**src/rtl/fp16cls_pkg.sv**
```systemverilog
package fp16cls_pkg;
  localparam int HALF_W  = 16;
  localparam int EXP_W   = 5;
  localparam int MANT_W  = 10;
  localparam int NUM_CAT = 8;

  // Category positions within the select byte; software depends on this order.
  localparam int CAT_QNAN    = 0;
  localparam int CAT_PZERO   = 1;
  localparam int CAT_NZERO   = 2;
  localparam int CAT_PINF    = 3;
  localparam int CAT_NINF    = 4;
  localparam int CAT_DENORM  = 5;
  localparam int CAT_NEGFIN  = 6;
  localparam int CAT_SNAN    = 7;

  typedef struct packed {
    logic              sign;
    logic [EXP_W-1:0]  expo;
    logic [MANT_W-1:0] mant;
  } half_t;
endpackage

```
**src/rtl/fp16_lane_class.sv**
```systemverilog
module fp16_lane_class
  import fp16cls_pkg::*;
(
  input  logic [HALF_W-1:0]  value_i,
  input  logic [NUM_CAT-1:0] sel_i,
  output logic               hit_o
);
  half_t              f;
  logic               exp_max;
  logic               exp_min;
  logic               man_zero;
  logic               is_nan;
  logic               is_zero;
  logic [NUM_CAT-1:0] match;

  assign f        = half_t'(value_i);
  assign exp_max  = &f.expo;
  assign exp_min  = ~|f.expo;
  assign man_zero = ~|f.mant;
  assign is_nan   = exp_max & ~man_zero;
  assign is_zero  = exp_min & man_zero;

  always_comb begin
    match              = '0;
    match[CAT_QNAN]    = is_nan &  f.mant[MANT_W-1];
    match[CAT_SNAN]    = is_nan & ~f.mant[MANT_W-1];
    match[CAT_PZERO]   = is_zero & ~f.sign;
    match[CAT_NZERO]   = is_zero &  f.sign;
    match[CAT_PINF]    = exp_max & man_zero & ~f.sign;
    match[CAT_NINF]    = exp_max & man_zero &  f.sign;
    match[CAT_DENORM]  = exp_min & ~man_zero;
    match[CAT_NEGFIN]  = f.sign & ~exp_max & ~is_zero;
  end

  assign hit_o = |(match & sel_i);
endmodule

```
**src/rtl/fp16_lane_route.sv**
```systemverilog
module fp16_lane_route
  import fp16cls_pkg::*;
#(
  parameter int LANES     = 32,
  parameter int MIN_LANES = 8
) (
  input  logic [LANES*HALF_W-1:0] src_i,
  input  logic                    bcast_i,
  input  logic [1:0]              len_sel_i,
  input  logic [LANES-1:0]        wen_i,
  input  logic                    mask_en_i,
  output logic [LANES*HALF_W-1:0] lane_val_o,
  output logic [LANES-1:0]        lane_on_o
);
  localparam int CNT_W = $clog2(MIN_LANES * 8 + 1);

  logic [CNT_W-1:0] active_cnt;

  always_comb begin
    int want;
    want = MIN_LANES << ((len_sel_i > 2'd2) ? 2'd2 : len_sel_i);
    if (want > LANES) want = LANES;
    active_cnt = CNT_W'(want);
  end

  for (genvar i = 0; i < LANES; i++) begin : g_lane
    logic in_range;
    assign in_range   = (CNT_W'(i) < active_cnt);
    assign lane_on_o[i] = in_range & (~mask_en_i | wen_i[i]);
    assign lane_val_o[i*HALF_W +: HALF_W] =
      bcast_i ? src_i[HALF_W-1:0] : src_i[i*HALF_W +: HALF_W];
  end
endmodule

```
**src/rtl/fp16_result_reg.sv**
```systemverilog
module fp16_result_reg #(
  parameter int W = 32
) (
  input  logic         clk,
  input  logic         rst_n,
  input  logic         in_valid,
  output logic         in_ready,
  input  logic [W-1:0] in_data,
  output logic         out_valid,
  input  logic         out_ready,
  output logic [W-1:0] out_data
);
  logic take;

  assign in_ready = ~out_valid | out_ready;
  assign take     = in_valid & in_ready;

  always_ff @(posedge clk or negedge rst_n) begin
    if (!rst_n) begin
      out_valid <= 1'b0;
      out_data  <= '0;
    end else begin
      if (take) begin
        out_valid <= 1'b1;
        out_data  <= in_data;
      end else if (out_ready) begin
        out_valid <= 1'b0;
      end
    end
  end
endmodule

```
**src/rtl/fp16_class_mask.sv**
```systemverilog
module fp16_class_mask
  import fp16cls_pkg::*;
#(
  parameter int LANES     = 32,
  parameter int MIN_LANES = 8
) (
  input  logic                    clk,
  input  logic                    rst_n,
  input  logic                    in_valid,
  output logic                    in_ready,
  input  logic [LANES*HALF_W-1:0] src_data,
  input  logic [1:0]              len_sel,
  input  logic [NUM_CAT-1:0]      cat_sel,
  input  logic [LANES-1:0]        wen_mask,
  input  logic                    mask_en,
  input  logic                    bcast,
  output logic                    out_valid,
  input  logic                    out_ready,
  output logic [LANES-1:0]        res_mask
);
  logic [LANES*HALF_W-1:0] lane_val;
  logic [LANES-1:0]        lane_on;
  logic [LANES-1:0]        lane_hit;
  logic [LANES-1:0]        next_mask;

  fp16_lane_route #(.LANES(LANES), .MIN_LANES(MIN_LANES)) u_route (
    .src_i     (src_data),
    .bcast_i   (bcast),
    .len_sel_i (len_sel),
    .wen_i     (wen_mask),
    .mask_en_i (mask_en),
    .lane_val_o(lane_val),
    .lane_on_o (lane_on)
  );

  for (genvar i = 0; i < LANES; i++) begin : g_cls
    fp16_lane_class u_cls (
      .value_i(lane_val[i*HALF_W +: HALF_W]),
      .sel_i  (cat_sel),
      .hit_o  (lane_hit[i])
    );
  end

  assign next_mask = lane_hit & lane_on;

  fp16_result_reg #(.W(LANES)) u_out (
    .clk      (clk),
    .rst_n    (rst_n),
    .in_valid (in_valid),
    .in_ready (in_ready),
    .in_data  (next_mask),
    .out_valid(out_valid),
    .out_ready(out_ready),
    .out_data (res_mask)
  );
endmodule

```
**config.mk**
```make
export PLATFORM = sky130hd
export DESIGN_NAME = fp16_class_mask
export DESIGN_NICKNAME = d
export VERILOG_FILES = /design/src/rtl/fp16cls_pkg.sv /design/src/rtl/fp16_lane_class.sv /design/src/rtl/fp16_lane_route.sv /design/src/rtl/fp16_result_reg.sv /design/src/rtl/fp16_class_mask.sv
export SDC_FILE = /design/constraint.sdc
export NUM_CORES = 1
export LEC_CHECK = 0
export BUFFER_PORTS_ARGS = -buffer_cell sky130_fd_sc_hd__buf_2
export CORE_AREA = 2 2 234 236
export DETAILED_ROUTE_END_ITERATION = 10
export DIE_AREA = 0 0 236 238
export GPL_TIMING_DRIVEN = 0
export SYNTH_ARGS = -nofsm -noshare
export SYNTH_HDL_FRONTEND = slang
export SYNTH_SLANG_ARGS = --single-unit
```
**constraint.sdc**
```tcl
create_clock -name clk -period 1.93 [get_ports clk]
set_input_delay 0 -clock clk [delete_from_list [all_inputs] [get_ports clk]]
set_output_delay 0 -clock clk [all_outputs]
set_load 0.01 [all_outputs]
```
==> results.toml <==
[outcome]
run_status = "finished, violations left"
failing_checks = "setup timing"

[setup_path]
timing.critical_path.arrival_ns = 2.22
startpoint_class = "input port"
r2r_end = "u_out.out_data[31]"
worst_setup_path_end_kind = "register"
reg2reg_setup_slack_ns = 0.04
critical_path_peak_fanout = 10
r2r_start = "u_out.out_valid"
path_cells = "buf_6 > inv_2 > buf_2 > buf_2 > nand4_1 > a22oi_1 > nor2_1 > a211o_1 > a31oi_1"
critical_path.max_stage_delay_ns = 0.42
worst_path_slowest_cell = "a22oi_1"
cp_top_family = "buffers and inverters"
rr_worst_depth = 5
path_buf_inv = 4
critical_path_class = "input port to register"
timing.critical_path.mode_cell = "buf_2"
critPathRequiredTime_ns = 2.19

[floorplanning]
std_cell_rows = 85
dieArea_mm2 = 0.0562
floorplan.die.height_um = 238
initial_core_util = 0.135
overall_die_width_um = 236
floorplan.io_pins = 594
design.core.area_mm2 = 0.0535

[detailed_routing]
via_count = 11300
post_drt_wl_per_cell_um = 28.1
postRouteWirelength_um = 63800
postRouteAntennaNets = 0
dr.first_iter.drc_count = 676
route.detailed.vias_per_inst = 4.96
post-route-drc-count = 0
drtPass1Iterations = 5

[pwr]
ir_drop_uv = 449
clock_power_share = 0.274
power_density_mw_per_mm2 = 372
design_power_total_mw = 4.30
leakagePower_nw = 5.21
cell_internal_pwr_mw = 2.40
power_switching_share = 0.442
seq_pwr_share = 0.186
switchingPower_mw = 1.90
comb_power_share = 0.539

[synth]
synth-main-ff-cell = "dfrtp_1"
ys_warns = 0
mappedNetlistNets = 1508
seq_area_frac_synth = 0.114
ys_ff_latch = 33
postSynth.asyncResetShare = 1.00
netlist_area_mm2 = 0.00722
yosys.cell_types.count = 66
synthCells = 948
syn_avg_cell_area_um2 = 7.62
number_of_enable_type_register_cells_in_the_synthesized_netlist = 0

[min_path]
min_delay_worst_endpoint = "u_out.out_data[17]"
holdPathStages = 3
holdCritPathClass = "input port to register"
worstHoldStart = "wen_mask[17]"

[final_layout]
area_growth_syn_to_layout_pct = 60.1
layout.filler_cells = 6115
register_area_um2 = 826
layout-drive-gt1-share = 0.451
multi_input_area_mm2 = 0.00604
nNetsFinal = 2117
postLayoutCoreUtil = 0.216

[sta]
max-slew-margin-rel = 0.117
finalClockSkew_ns = 0.0137
hold_violations = 0
finalWorstPathRequiredPeriod_ns = 1.96
fmax_mhz = 510
holdWs_ns = 0.0173
final_count_of_pins_violating_max_slew = 0
worst_slew_pin_slew_ns = 1.32
rsz0062_at_grt = "true"
fin_ws_ns = -0.0305
final-setup-viol-count = 1
period_share = 1.02

[clock_network]
clock-sinks = 33
tritoncts = "yes"
cts.clk_slew.worst_paths_ns = 0.08
cts_inserted_buffers = 5
htree_num_levels = 2
cts_buffer_depth = 2
ctsRootBufferMaster = "clkbuf_16"
clock_latency_ns = 0.34

[global_route]
antenna_violations_before_repair = 23
grt_start_max_net_pins = 34
grt_first_pass_wirelength_um = 84700
globalRouteMet3Util = 0.0453
globalRouteMet2Util = 0.373
gr-total-overflow = 0
first_global_vias = 11200
grt_use_total = 0.219
met1_grt_util = 0.266
most_utilized_layer_in_the_global_route_result = "met2"

[place]
portBuffers = 588
hpwlAfterDp_um = 50500
finalWeightedCongestion = 1.01

[run]
drv_cap = 0
-- synthesized netlist by cell type, types with 3 or more instances --
library cell	count	area, um^2
mux2i_1	147	1470
nor4_1	90	563
nor3_1	62	310
nor2_1	60	225
a21oi_1	48	240
o22ai_1	48	300
nand3_1	43	215
clkbuf_1	37	139
dfrtp_1	33	826
nand3b_1	30	225
nand4b_1	24	210
a21boi_1	21	158
buf_2	20	100
nor3b_1	20	150
nand2b_1	19	119
a22o_1	18	158
o21ai_0	18	90.1
a22oi_1	17	128
nand2_1	17	63.8
a211o_1	14	123
a32o_1	14	140
mux2_2	13	146
buf_6	12	135
o31ai_1	10	75.1
a31oi_1	9	56.3
o22a_1	8	70.1
a211oi_1	7	52.6
inv_1	7	26.3
nand4_1	7	43.8
or3_1	6	37.5
a21boi_2	4	45.0
a21o_1	4	30.0
buf_4	4	30.0
nor2b_1	4	25.0
a21boi_0	3	22.5
a21oi_2	3	26.3
buf_1	3	11.3
o221a_2	3	33.8
or3b_1	3	26.3
-- power by group through the flow --
stage	combinational, mW	sequential [mW]	clock [mW]
after floorplan	0.922	0.844	0
after CTS	2.31	0.801	1.22
final	2.32	0.801	1.18
after detailed placement	2.27	0.812	0
after global routing	2.48	0.809	1.22
after global placement	2.25	0.811	0
-- registers in the layout (all words and copies together), names as in the netlist --
register and count:
u_out.out_data 32, u_out.out_valid 1
-- cell families after synthesis --
kind of cell           after synthesis  share of synthesized area
AO/OA/AOI/OAI                      266                      0.264
multiplexers                       160                      0.224
AND/OR/NAND/NOR                    402                      0.333
flip-flops                          33                      0.114
buffers and inverters               87                     0.0648
-- placed cells by master (no fill, tap or decap), types with 8 or more instances in the layout --
master           n
nand2_1         17
nand3_1         42
clkbuf_2         9
dfrtp_1         33
a21oi_1         48
diode_2         18
dlygate4sd3_1   13
o21ai_0         18
o31ai_1         10
nor3_1          61
a21boi_1        20
nor2_1          58
o22ai_1         47
mux2_2          13
buf_6           13
nand3b_1        30
nand2b_1        19
nor3b_1         20
mux2i_1        142
a22o_1          18
a22oi_1         14
nor4_1          90
o22a_1           8
buf_2          605
nand4b_1        24
clkbuf_1        25
a32o_1          14
a31oi_1          9
a211o_1         14
-- through the flow --
| step | cell area [um^2] | instances | setup slack [ns] | TNS [ns] |
|---|---|---|---|---|
| CTS | 11400 | 2253 | 0.00395 | 0 |
| global placement | 11000 | 2232 | -1.16 | -23.20 |
| floorplan | 7220 | 948 | 0.186 | 0 |
| global route | 11500 | 2263 | -0.0727 | -0.130 |
| detailed placement | 11100 | 2233 | -1.13 | -22.51 |
| finish | 11600 | 2272 | -0.0305 | -0.0305 |
-- metal layers --
| metal | vias to the layer above | part of all wire |
|---|---|---|
| li1 | 5085 | - |
| met1 | 5389 | 0.42 |
| met2 | 686 | 0.47 |
| met3 | 111 | 0.074 |
| met4 | 2 | 0.040 |
| met5 | - | 0.00019 |
-- final cells by class --
cell class / instances / area share
well taps: 696 / 0.0753
diodes: 18 / 0.00390
clock buffers: 7 / 0.0123
flip-flops and latches: 33 / 0.0714
multi-input cells: 828 / 0.522
plain buffers: 76 / 0.0411
clock inverters: 1 / 0.00260
inverters: 10 / 0.00335
repair buffers: 603 / 0.268
-- worst max-delay path by stage --
stage | startpoint | end | slack, ns | cells after the start
after floorplan | src_data[9] | u_out.out_data[2] | 0.19 | 8
after global placement | bcast | u_out.out_data[28] | -1.16 | 9
after detailed placement | bcast | u_out.out_data[28] | -1.13 | 9
after CTS | src_data[12] | u_out.out_data[28] | 0.004 | 8
after global routing | bcast | u_out.out_data[2] | -0.07 | 9
final | bcast | u_out.out_data[2] | -0.03 | 9
-- timing repair --
item | CTS | global route
endpoints found under the hold margin | 45 | 0
pin swaps | 0 | 1
buffers inserted | 0 | 1
endpoints found under the setup margin | 32 | 24
hold buffers | 13 | 0
resized for setup | 24 | 34
-- worst register-to-register path: cells and delay by family, from the launching register on --
family	cells	cell delay, ns
buf+inv	2	0.68
flops	1	0.39
simple gates	2	0.29
compound gates	1	0.43
(Power assumes the default switching activity.)
